File: src/rtl/dpmu_pkg.sv
package dpmu_pkg;
    parameter int CNT_W   = 32;
    parameter int SEL_W   = 5;
    parameter int ADDR_W  = 2;
    parameter int N_LANES = 2;

    localparam int EN_BITS  = 4;
    localparam int CTRL_W   = EN_BITS + 2 * SEL_W;
    localparam int WORD_W   = N_LANES * CNT_W;

    typedef enum logic [ADDR_W-1:0] {
        ADDR_CTRL = 2'd0,
        ADDR_LO   = 2'd1,
        ADDR_HI   = 2'd2,
        ADDR_NONE = 2'd3
    } reg_addr_e;

    typedef enum logic [1:0] {
        CTX_USER = 2'd0,
        CTX_SUP  = 2'd1,
        CTX_HV   = 2'd2,
        CTX_OFF  = 2'd3
    } ctx_e;

    typedef struct packed {
        logic [SEL_W-1:0] sel_hi;
        logic [SEL_W-1:0] sel_lo;
        logic             irq_en;
        logic             hv_en;
        logic             sup_en;
        logic             usr_en;
    } ctrl_t;

    function automatic logic ctx_allowed(input ctrl_t c, input logic [1:0] ctx);
        logic ok;
        case (ctx_e'(ctx))
            CTX_USER: ok = c.usr_en;
            CTX_SUP:  ok = c.sup_en;
            CTX_HV:   ok = c.hv_en;
            default:  ok = 1'b0;
        endcase
        return ok;
    endfunction

    function automatic logic [SEL_W-1:0] lane_sel(input ctrl_t c, input int lane);
        return (lane == 0) ? c.sel_lo : c.sel_hi;
    endfunction
endpackage

File: src/rtl/dpmu_evsel.sv
module dpmu_evsel
    import dpmu_pkg::*;
#(
    parameter int NUM_EVT = 16
) (
    input  logic [NUM_EVT-1:0] evt,
    input  logic [SEL_W-1:0]   sel,
    input  logic               allow,
    output logic               hit
);
    logic [NUM_EVT-1:0] match;

    for (genvar g = 0; g < NUM_EVT; g++) begin : g_match
        assign match[g] = evt[g] && (sel == SEL_W'(g));
    end

    assign hit = allow && (|match);
endmodule

File: src/rtl/dpmu_counter.sv
module dpmu_counter
    import dpmu_pkg::*;
(
    input  logic             clk,
    input  logic             rst,
    input  logic             load,
    input  logic [CNT_W-1:0] load_val,
    input  logic             inc,
    output logic [CNT_W-1:0] cnt_q,
    output logic             wrap
);
    logic             step;
    logic [CNT_W-1:0] cnt_d;

    assign step = inc && !load;
    assign wrap = step && (&cnt_q);

    always_comb begin
        cnt_d = cnt_q;
        if (load)
            cnt_d = load_val;
        else if (step)
            cnt_d = cnt_q + CNT_W'(1);
    end

    always_ff @(posedge clk) begin
        if (rst)
            cnt_q <= '0;
        else
            cnt_q <= cnt_d;
    end
endmodule

File: src/rtl/dpmu_ctrl.sv
module dpmu_ctrl
    import dpmu_pkg::*;
(
    input  logic               clk,
    input  logic               rst,
    input  logic               wr_ctrl,
    input  logic [CTRL_W-1:0]  wr_val,
    input  logic [N_LANES-1:0] ovf_set,
    output ctrl_t              ctrl_q,
    output logic [N_LANES-1:0] ovf_q
);
    logic [N_LANES-1:0] ovf_d;

    always_comb begin
        ovf_d = ovf_q;
        if (wr_ctrl && ctrl_q.irq_en)
            ovf_d = '0;
        ovf_d = ovf_d | ovf_set;
    end

    always_ff @(posedge clk) begin
        if (rst) begin
            ctrl_q <= '0;
            ovf_q  <= '0;
        end else begin
            if (wr_ctrl)
                ctrl_q <= ctrl_t'(wr_val);
            ovf_q <= ovf_d;
        end
    end
endmodule

File: src/rtl/dual_pmu.sv
module dual_pmu
    import dpmu_pkg::*;
#(
    parameter int NUM_EVT = 16
) (
    input  logic                clk,
    input  logic                rst,
    input  logic                wr_en,
    input  logic [ADDR_W-1:0]   wr_addr,
    input  logic [CNT_W-1:0]    wr_data,
    input  logic [1:0]          ctx_in,
    input  logic [NUM_EVT-1:0]  evt_in,
    output logic [WORD_W-1:0]   cnt_word,
    output logic [CTRL_W-1:0]   ctrl_rd,
    output logic [N_LANES-1:0]  ovf,
    output logic                irq
);
    ctrl_t              ctrl_q;
    logic [N_LANES-1:0] ovf_q;
    logic [N_LANES-1:0] lane_load;
    logic [N_LANES-1:0] lane_inc;
    logic [N_LANES-1:0] lane_wrap;
    logic [CNT_W-1:0]   lane_cnt [N_LANES];
    logic               allow;
    logic               wr_ctrl;
    logic               unused_wr_bits;

    assign unused_wr_bits = ^wr_data[CNT_W-1:CTRL_W];
    assign allow   = ctx_allowed(ctrl_q, ctx_in);
    assign wr_ctrl = wr_en && (wr_addr == ADDR_CTRL);

    dpmu_ctrl u_ctrl (
        .clk     (clk),
        .rst     (rst),
        .wr_ctrl (wr_ctrl),
        .wr_val  (wr_data[CTRL_W-1:0]),
        .ovf_set (lane_wrap),
        .ctrl_q  (ctrl_q),
        .ovf_q   (ovf_q)
    );

    for (genvar g = 0; g < N_LANES; g++) begin : g_lane
        localparam reg_addr_e LANE_ADDR = (g == 0) ? ADDR_LO : ADDR_HI;

        assign lane_load[g] = wr_en && (wr_addr == LANE_ADDR);

        dpmu_evsel #(.NUM_EVT(NUM_EVT)) u_sel (
            .evt   (evt_in),
            .sel   (lane_sel(ctrl_q, g)),
            .allow (allow),
            .hit   (lane_inc[g])
        );

        dpmu_counter u_cnt (
            .clk      (clk),
            .rst      (rst),
            .load     (lane_load[g]),
            .load_val (wr_data),
            .inc      (lane_inc[g]),
            .cnt_q    (lane_cnt[g]),
            .wrap     (lane_wrap[g])
        );

        assign cnt_word[g*CNT_W +: CNT_W] = lane_cnt[g];
    end

    assign ctrl_rd = ctrl_q;
    assign ovf     = ovf_q;
    assign irq     = ctrl_q.irq_en && (|ovf_q);
endmodule

File: config.mk
export PLATFORM = sky130hd
export DESIGN_NAME = dual_pmu
export DESIGN_NICKNAME = d
export VERILOG_FILES = /design/src/rtl/dpmu_pkg.sv /design/src/rtl/dpmu_evsel.sv /design/src/rtl/dpmu_counter.sv /design/src/rtl/dpmu_ctrl.sv /design/src/rtl/dual_pmu.sv
export SDC_FILE = /design/constraint.sdc
export NUM_CORES = 1
export LEC_CHECK = 0
export BUFFER_PORTS_ARGS = -buffer_cell sky130_fd_sc_hd__buf_2
export CAP_MARGIN = 10
export CELL_PAD_IN_SITES_DETAIL_PLACEMENT = 1
export CELL_PAD_IN_SITES_GLOBAL_PLACEMENT = 1
export CORE_UTILIZATION = 41
export CTS_BUF_LIST = sky130_fd_sc_hd__clkbuf_16
export CTS_CLUSTER_SIZE = 8
export DETAILED_ROUTE_END_ITERATION = 8
export PLACE_DENSITY = 0.94
export SKIP_LAST_GASP = 1
export SLEW_MARGIN = 20
export SYNTH_ARGS = -nofsm -noshare
export SYNTH_HDL_FRONTEND = slang
export SYNTH_SLANG_ARGS = --single-unit
File: constraint.sdc
create_clock -name clk -period 5.4 [get_ports clk]
set_input_delay 0.54 -clock clk [delete_from_list [all_inputs] [get_ports clk]]
set_output_delay 0.54 -clock clk [all_outputs]
set_load 0.05 [all_outputs]
# [Word-level counts from Yosys, hierarchy flattened]
# Cells that the tools add are included.
[totals] ff_bits=80 out_inout_bits=81 wordCells=108
[classes] addsub=2 n_eq_ne=34 n_mux=6 n_bitwise=1 n_reduce_logical=56
[ops] cell="$mux 32" count=4
[ops] cell="$eq 5x4->1 const B" count=16
[ops] cell="$add 32x1->32 const B" count=2
[ops] cell="$reduce_and 32->1" count=2
[ops] cell="$logic_and 1x1->1" count=43
[ops] cell="$eq 5x3->1 const B" count=8
[ops] cell="$reduce_or 16->1" count=2
[ops] cell="$eq 5x2->1 const B" count=4
[ops] cell="$eq 5x1->1 const B" count=2
[ops] cell="$logic_not 5->1" count=2
[ops] cell="$eq 2x1->1 const B" count=2
[ops] cell="$eq 2x2->1 const B" count=2
[ops] cell="$logic_not 2->1" count=2
[ops] cell="$reduce_bool 2->1" count=2
[ops] cell="$pmux 1 s3" count=1
[ops] cell="$logic_not 1->1" count=2
[ops] cell="$mux 2" count=1
[ops] cell="$or 2x2->2" count=1
[ops] cell="$reduce_or 2->1" count=1

# [Depth between registers and ports, before layout]
# Gate-level depths: netlist (run 1).
[logic_depth] depth_word=7 depth_mapped=9

# [Cells and area by module]
# A second synthesis (run 1) with hierarchy kept.
[hier_totals] cells_unflattened=601 hier_area_um2=4988.5
[by_module_without_submodules] mod="dpmu_counter at g_lane[1].u_cnt" instances=1 cells_each=260 area_each_um2=2100.8 seq_area_each_um2=640.6
[by_module_without_submodules] mod="dpmu_counter at g_lane[0].u_cnt" instances=1 cells_each=253 area_each_um2=1948.1 seq_area_each_um2=640.6
[by_module_without_submodules] mod="dpmu_ctrl" instances=1 cells_each=51 area_each_um2=584.3 seq_area_each_um2=320.3
[by_module_without_submodules] mod="dpmu_evsel" instances=2 cells_each=15 area_each_um2=150.1 seq_area_each_um2=0.0
[by_module_without_submodules] mod="dual_pmu" instances=1 cells_each=7 area_each_um2=55.1 seq_area_each_um2=0.0

# [Worst setup path after synthesis (run 1)]
# No wires, ideal clock.
[synth_path] path_kind="register to register" start="reg g_lane[0].u_cnt.cnt_q[4]" end="reg g_lane[0].u_cnt.cnt_q[31]" setup_time_ns=0.091 arrival_ns=2.915 t_required_ns=5.309 slack_ns=2.394 stages_incl_launch_ff=9 synth_period_minus_slack_ns=3.006 path_cell_list="dfxtp_1 > nand4_2 > or3_1 > buf_2 > or4_1 > buf_2 > or3_1 > or3_1 > a311oi_1"
[synth_via] elab_chain_len=3
[synth_lines] item="from (decl)" line="dpmu_counter.sv:9" rtl="output logic [CNT_W-1:0] cnt_q,"
[synth_lines] item="from (signal assigned)" line="dpmu_counter.sv:30" rtl="cnt_q <= cnt_d;"
[synth_lines] item="$add 32x1->32" line="dpmu_counter.sv:23" rtl="cnt_d = cnt_q + CNT_W'(1);"
[synth_lines] item="$mux 32" line="dpmu_counter.sv:22" rtl="else if (step)"
[synth_lines] item="$mux 32" line="dpmu_counter.sv:20" rtl="if (load)"
# No other way between the ends. The select of a mux whose other input is x is not followed.
# A chain may end at the register's enable or synchronous reset.

# [Final worst setup path (run 1)]
[layout_path] start="reg, netlist name u_ctrl.ctrl_q[11]" end="reg g_lane[1].u_cnt.cnt_q[31]"
[layout_via] elab_chain_len=6 elab_cells_between_ends=36 classes_between="eq/ne (15); reduce/logical (21)"
[layout_lines] item="$eq 5x1->1, or another cell as far along" line="dpmu_evsel.sv:14" rtl="assign match[g] = evt[g] && (sel == SEL_W'(g));"
[layout_lines] item="$logic_and 1x1->1" line="dpmu_evsel.sv:14"
[layout_lines] item="$reduce_or 16->1 *" line="dpmu_evsel.sv:17" rtl="assign hit = allow && (|match);"
[layout_lines] item="$logic_and 1x1->1 *" line="dpmu_evsel.sv:17"
[layout_lines] item="$logic_and 1x1->1 *" line="dpmu_counter.sv:15" rtl="assign step = inc && !load;"
[layout_lines] item="$reduce_bool 2->1 (no source line) *"
[layout_lines] item="to (signal assigned)" line="dpmu_counter.sv:30"
[layout_lines] item="to (decl)" line="dpmu_counter.sv:9"
# Every way passes the cells marked *; elsewhere a longest branch is shown, timed or not.

==> metrics.md, run 1 <==
| Metric | Value |
|---|---|
| Die Area | between 0.01 and 0.015 sq mm |
| Worst-path clk slew | approximately 0.06 ns |
| Final TNS setup | 0 ns |
| First-pass GRT wire length | about 28000 microns |
| Netlist area before placement | around 0.0048 sq mm |
| Fin crit share | 0.664 |
| Fillcell total | about 1400 |
| Bufs on Longest Clock Path | 2 |
| RSZ-0062 raised after global routing | no |
| Dpl cells | ~840 |
| Vias in the first global route | roughly 5400 |
| Slew HR | 0.324 |
| Mapped Cells | about 600 |
| Synth top area share | 0.337 |
| Slowest CP cell | a2111oi_1 |
| Port Buf Inserts | approximately 140 |
| Share of cells above drive strength 1 | 0.238 |
| Post-synth EDFFs | 0 |
| FF+latch area | about 0.0016 sq mm |
| DRT iter0 DRCs | around 270 |
| CTS Buf Count | 9 |
| Vias/cell | around 6.4 |
| Root buffer cell | clkbuf_16 |
| Clock Sinks | 80 |
| Cts hold-fix bufs | 0 |
| Critical path, cell by cell | mux2i_1 -> a22oi_1 -> nand4_1 -> a2111oi_1 -> or3b_2 -> a311oi_1 |
| Tot Pwr | ~1.7 mW |
| Postcts setup bufs | 0 |
| Layout Nets | approximately 760 |
| Skew-Pair Late Insertion Delay | about 0.35 ns |
| Layout Cells excl Fill | around 850 |
| Final setup viols | 0 |
| Initial core utilization | 0.429 |
| Yosys Warn Count | 0 |
| Antenna-violating nets left | 0 |
| Adder-Cell Fraction of Synth Area | 0.00526 |
| Top cells by area, synth | dfxtp_1, nand2_1, a311oi_1 |
| Die X | between 100 and 150 microns |
| Multi-input gate area | ~0.003 sq mm |
| Min cycle time layout | 3.58 ns |
| I/O pins | between 100 and 150 |
| Leak | 2.13 nW |
| Core ar. | roughly 0.011 sq mm |
| Post-DR wirelength/cell | about 21 microns |
| MaxCap Viol Count | 0 |
| Worst Path Buf+Inv | 0 |
| Post-Route WL | ~18000 microns |
| Post-Syn Area per Cell | ~8 sq um |
| Gpl congestion | about 0.85 |
| Height of the chip | about 110 microns |
| Syn-to-layout area delta | 22.6% |
| Mapped Nets | 653 |
| Drc violations | 0 |
| CP Data Required Time | 5.65 ns |
| Area leader, netlist | dfxtp_1 |
| Gr ovfl total | 0 |
| Synth Flop Type | dfxtp_1 |
| Top-count cell post-synth | dfxtp_1 |
| P per Cell Area | 285 mW/mm^2 |
| DR vias | about 5400 |
| Critical path data arrival time | 3.84 ns |
| Unique masters post-synth | 58 |
| Sequential-to-total area share from yosys stat | 0.337 |
| N_diodes | 0 |
| Gr usage total | 0.303 |
| Slew Limit Fails | 0 |
| Clk_skew | 0.0104 ns |
| Post-CTS resize count | 0 |
| Max Fanout on Critical Path | 23 |
| Top cells by count, synth | dfxtp_1, nand2_1, nor2_1, clkbuf_1, a311oi_1 |
| Post-Synth Simple-Gate Area | 0.275 |
| Outcome | finished clean |
| Post-DP HPWL | roughly 13000 microns |
| Crit-path max cell delay | approximately 0.85 ns |
| Worst Setup Start Kind | register |
| CP top delay family | compound AO/OA/AOI/OAI gates |
| Final hold violation count | 0 |
| Crit path kind | reg -> reg |
| Crit path capture type | register |
| First-pass DRT Iterations | 5 |
| Fmax achieved | between 0.2 and 0.3 GHz |
| Synth Area in Compound Gates | 0.244 |
| Xor/xnor cell area share of the yosys netlist | 0.0497 |
| Largest family of logic cells by synthesized area | simple AND/OR/NAND/NOR gates |
| CTS tree | built |
| Initial antenna violation count | 0 |
| Mux contribution to synthesized area | 0.0466 |
| HP Class | in -> reg |
| Slew of the pin with the lowest slew margin | a little over 1 ns |
| Site Rows | 38 |
| # H-tree levels | 3 |
| Worst hold slack | 0.453 ns |
| Async set or reset register ratio after synthesis | 0 |
| VDD IR max | 0.000155 V |
| Synth Register Bits | 80 |
| Pin count of the biggest net entering global routing | 65 |
## flip-flops by register name (all words and copies together), names as in the netlist
signal and count:
g_lane.u_cnt.cnt_q 64, u_ctrl.ovf_q 2, u_ctrl.ctrl_q 14
## worst min-delay path, delay by kind of cell
family | cells | cell delay (ns)
AOI/OAI and AO/OA | 1 | 0.06
buffers and inverters | 1 | 0.11
and+or+nand+nor | 1 | 0.05
## layer usage
metal / share of wire / GRT usage
met1: 0.42 / 0.360
met2: 0.47 / 0.514
met3: 0.065 / 0.0551
met4: 0.044 / 0.167
met5: 0 / 0
## power by group
part           switching (mW)  total, mW  leakage, nW  internal (mW)
Clock                   0.258      0.707        0.168          0.449
Sequential             0.0445      0.665        0.653          0.621
Combinational           0.209      0.286         1.31         0.0772
Total                   0.512       1.66         2.13           1.15
## layout by cell type, fill, tap and decap left out, drive strengths merged, types with 6 or more instances in the layout
cell type / n
or4: 9
a21oi: 20
mux2i: 21
nor4: 6
nand3: 27
dfxtp: 80
xnor2: 22
nor2b: 7
o21ai: 19
buf: 142
nand4: 15
nand2: 72
and3: 12
nand3b: 8
a211oi: 28
a2111oi: 18
or3: 12
o41ai: 7
a311oi: 29
o31ai: 12
nor2: 65
clkbuf: 9
inv: 10
## final timing paths
| check | startpoint | to | slack (ns) | depth (start not counted) |
|---|---|---|---|---|
| worst max-delay path | u_ctrl.ctrl_q[11]$_SDFFE_PP0P_ | g_lane[1].u_cnt.cnt_q[31]$_SDFFE_PP0P_ | 1.82 | 6 |
| worst min-delay path | wr_data[30] | g_lane[1].u_cnt.cnt_q[30]$_SDFFE_PP0P_ | 0.45 | 3 |
| worst max register to register | u_ctrl.ctrl_q[11]$_SDFFE_PP0P_ | g_lane[1].u_cnt.cnt_q[31]$_SDFFE_PP0P_ | 1.82 | 6 |
| worst min register to register | u_ctrl.ctrl_q[0]$_SDFFE_PP0P_ | u_ctrl.ctrl_q[0]$_SDFFE_PP0P_ | 0.49 | 2 |
## kinds of logic (layout without fill, tap and decap cells)
| family | Yosys count | count (layout) |
|---|---|---|
| xor+xnor | 27 | 27 |
| buf+inv | 52 | 167 |
| fa+ha+maj | 2 | 2 |
| mux | 22 | 22 |
| simple gates | 258 | 258 |
| compound gates | 155 | 155 |
| flops | 80 | 80 |
## per-stage QoR
stage | setup slack, ns | area (sq um) | utilization
final | 1.82 | 5830 | 0.526
after global routing | 1.50 | 5830 | 0.526
after floorplan | 2.39 | 4760 | -
after detailed placement | 1.86 | 5490 | 0.496
after global placement | 2.19 | 5490 | 0.496
after CTS | 1.85 | 5830 | 0.526
## final cells by class
| class | instances | share of cell area |
|---|---|---|
| inverters | 9 | 0.00580 |
| clock buffers | 9 | 0.0386 |
| well taps | 140 | 0.0300 |
| flip-flops and latches | 80 | 0.275 |
| clock inverters | 7 | 0.0191 |
| multi-input cells | 464 | 0.507 |
| repair buffers | 142 | 0.125 |
Note: power is estimated with default switching activity, not from simulation.
==> run 2: changes to the inputs <==
CORE_UTILIZATION = 34   (was 41)
PLACE_DENSITY = 0.84   (was 0.94)
clock period = 3.2 ns   (was 5.4 ns; I/O delays follow)
==> run 2 against run 1 <==
  * Critical path depth is the same
  * Wire length grew 1.4%
  * Sequential share of layout area shrank 0.38 points
  * Maximum frequency grew 25%
  * Register-to-register slack lost 1.5 ns
  * Setup slack lost 1.5 ns
  * Sequential cell count is the same
  * Critical endpoint is now g_lane[0].u_cnt.cnt_q[31]$_SDFFE_PP0P_
  * Worst hold slack lost 0.23 ns
  * Design area grew 1.4%
  * Cell count grew 5.6%
  * Highest routed layer unchanged
  * Power grew 57%
==> metrics.md, run 2 (synthesis gave the netlist of run 1 again) <==
| Metric | Value |
|---|---|
| Sw Share | 0.344 (was 0.309) |
| N_diodes | 0 (unchanged) |
| Gpl congestion | 0.930 (was 0.854) |
| M3 GR Usage | 0.0425 (was 0.0551) |
| CP Data Required Time | 3.47 ns (was 5.65 ns) |
| Die Area | 0.0145 sq mm (was 0.0120 sq mm) |
| HP Class | in -> reg (unchanged) |
| Hold EP | g_lane[1].u_cnt.cnt_q[30]$_SDFFE_PP0P_ (unchanged) |
| Layout Utilization | 0.439 (was 0.526) |
| Design Area, Final | 0.00591 sq mm (was 0.00583 sq mm) |
| Vias/cell | 5.88 (was 6.37) |
| Slew of the pin with the lowest slew margin | 0.809 ns (was 1.01 ns) |
| Worst r2r src | g_lane[0].u_cnt.cnt_q[5]$_SDFFE_PP0P_ (was u_ctrl.ctrl_q[11]$_SDFFE_PP0P_) |
| Cts hold-fix bufs | 0 (unchanged) |
| Pin count of the biggest net entering global routing | 65 (unchanged) |
| Height of the chip | 120 microns (was 110 microns) |
| Clock Power Share | 0.383 (was 0.426) |
| Final TNS setup | 0 ns (unchanged) |
| Outcome | finished clean (unchanged) |
| Critical path data arrival time | 3.13 ns (was 3.84 ns) |
| # H-tree levels | 3 (unchanged) |
| Min cycle time layout | 2.86 ns (was 3.58 ns) |
| Post-Route WL | 18400 microns (was 18200 microns) |
| Max Fanout on Critical Path | 9 (was 23) |
| Slew HR | 0.461 (was 0.324) |
| Final hold violation count | 0 (unchanged) |
| Bufs on Longest Clock Path | 2 (unchanged) |
| Most common cell after layout, fill and taps aside | buf_2 (unchanged) |
| RSZ-0062 raised after global routing | no (unchanged) |
| Setup WS post-layout | 0.335 ns (was 1.82 ns) |
| Comb pwr share | 0.187 (was 0.173) |
| Gr busiest metal | met2 (unchanged) |
| DR vias | 5287 (was 5423) |
| Global routing usage on met1 | 0.332 (was 0.360) |
| Max reg flops | 64 (unchanged) |
| CTS tree | built (unchanged) |
| Largest reg by FF count | g_lane.u_cnt.cnt_q (unchanged) |
| Clock Sinks | 80 (unchanged) |
| FF-to-FF End | g_lane[0].u_cnt.cnt_q[31]$_SDFFE_PP0P_ (was g_lane[1].u_cnt.cnt_q[31]$_SDFFE_PP0P_) |
| Site Rows | 42 (was 38) |
| P per Cell Area | 442 mW/mm^2 (was 285 mW/mm^2) |
| Hold_sp | wr_data[30] (unchanged) |
| First-pass GRT wire length | 29100 microns (was 27700 microns) |
| Worst hold slack | 0.227 ns (was 0.453 ns) |
| Layout Cells excl Fill | 899 (was 851) |
| Most frequent cells in the layout | buf_2, dfxtp_1, nand2_1, nor2_1, a311oi_1 (unchanged) |
| P_int | 1.71 mW (was 1.15 mW) |
| Fmax achieved | 0.349 GHz (was 0.279 GHz) |
| Vias in the first global route | 5313 (was 5385) |
| Dpl cells | 883 (was 835) |
| Antenna-violating nets left | 0 (unchanged) |
| Share of cells above drive strength 1 | 0.253 (was 0.238) |
| Fin crit share | 0.895 (was 0.664) |
| Gr usage total | 0.257 (was 0.303) |
| Crit path capture type | register (unchanged) |
| Worst Reg-to-Reg Cells | 6 (unchanged) |
| First-pass DRT Iterations | 5 (unchanged) |
| MaxCap Viol Count | 0 (unchanged) |
| Met2 usage | 0.427 (was 0.514) |
| Tot Pwr | 2.61 mW (was 1.66 mW) |
| Leak | 2.15 nW (was 2.13 nW) |
| Biggest regs | g_lane.u_cnt.cnt_q (64), u_ctrl.ctrl_q (14), u_ctrl.ovf_q (2) (unchanged) |
| Pre-CTS setup slack | 0.322 ns (was 1.86 ns) |
| Initial core utilization | 0.354 (was 0.429) |
| Gr ovfl total | 0 (unchanged) |
| R2r setup slk | 0.34 ns (was 1.82 ns) |
| Postcts setup bufs | 0 (unchanged) |
| Clk_skew | 0.00952 ns (was 0.0104 ns) |
| CTS Buf Count | 9 (unchanged) |
| Initial antenna violation count | 0 (unchanged) |
| Layout Nets | 775 (was 763) |
| I/O pins | 136 (unchanged) |
| Root buffer cell | clkbuf_16 (unchanged) |
| Slew Limit Fails | 0 (unchanged) |
| DRT iter0 DRCs | 439 (was 269) |
| Core ar. | 0.0135 sq mm (was 0.0111 sq mm) |
| Worst-path clk slew | 0.07 ns (was 0.06 ns) |
| Fillcell total | 1699 (was 1398) |
| Die X | 120 microns (was 110 microns) |
| Worst Setup Start Kind | register (unchanged) |
| Final setup viols | 0 (unchanged) |
| Sequential share of power | 0.429 (was 0.401) |
| Skew-Pair Late Insertion Delay | 0.36 ns (was 0.35 ns) |
| Syn-to-layout area delta | 24.3% (was 22.6%) |
| Post-DP HPWL | 14000 microns (was 13000 microns) |
| Post-CTS resize count | 0 (unchanged) |
| Post-DR wirelength/cell | 20.5 microns (was 21.4 microns) |
| VDD IR max | 0.000229 V (was 0.000155 V) |
| Port Buf Inserts | 135 (unchanged) |
| WHS Path Cells | 3 (unchanged) |
| Post-place instance area | 0.00563 sq mm (was 0.00549 sq mm) |
| Net Sw Power | 898 uW (was 512 uW) |
| Drc violations | 0 (unchanged) |
| Crit path kind | reg -> reg (unchanged) |
==> run 2: cell count changes in the layout (fill, tap and decap cells not counted), moves of 2 or more <==
cell,change
clkinv_4,+2
bufinv_16,-3
clkinvlp_4,+3
buf_4,+12
==> run 2: per-layer routing <==
layer / share of wire / vias to the layer above
li1: - / 2498
met1: 0.44 / 2603
met2: 0.48 / 160
met3: 0.054 / 26
met4: 0.022 / 0
met5: 0 / -
==> run 2: layout make-up <==
cell class              count  area [sq um]  share of cell area
clock buffers               9           225              0.0381
multi-input cells         464          2950               0.500
flip-flops and latches     80          1600               0.271
clock inverters             7          57.6             0.00974
well taps                 176           220              0.0373
repair buffers            154           818               0.138
inverters                   9          33.8             0.00572
==> run 2: power groups by stage <==
stage	registers [mW]	logic, mW	clock network [mW]
after floorplan	1.29	0.157	0
after global placement	1.14	0.476	0
after detailed placement	1.14	0.486	0
after CTS	1.12	0.489	1.02
after global routing	1.13	0.517	1.07
final	1.12	0.489	1.00
==> run 2: worst max-delay path, cell delays in order (launching register included) <==
cell and delay (ns):
dfxtp_1 0.45, nand4_2 0.18, or3_1 0.52, or4_1 0.71, or3_1 0.37, or3_1 0.31
a311oi_1 0.24
==> run 2: how the worst max path moves through the flow <==
| stage | from | end |
|---|---|---|
| after floorplan | g_lane[0].u_cnt.cnt_q[4]$_SDFFE_PP0P_ | g_lane[0].u_cnt.cnt_q[31]$_SDFFE_PP0P_ |
| after CTS | g_lane[0].u_cnt.cnt_q[4]$_SDFFE_PP0P_ | g_lane[0].u_cnt.cnt_q[31]$_SDFFE_PP0P_ |
| final | g_lane[0].u_cnt.cnt_q[5]$_SDFFE_PP0P_ | g_lane[0].u_cnt.cnt_q[31]$_SDFFE_PP0P_ |
| after detailed placement | g_lane[0].u_cnt.cnt_q[4]$_SDFFE_PP0P_ | g_lane[0].u_cnt.cnt_q[31]$_SDFFE_PP0P_ |
| after global routing | g_lane[0].u_cnt.cnt_q[5]$_SDFFE_PP0P_ | g_lane[0].u_cnt.cnt_q[31]$_SDFFE_PP0P_ |
| after global placement | g_lane[0].u_cnt.cnt_q[4]$_SDFFE_PP0P_ | g_lane[0].u_cnt.cnt_q[31]$_SDFFE_PP0P_ |
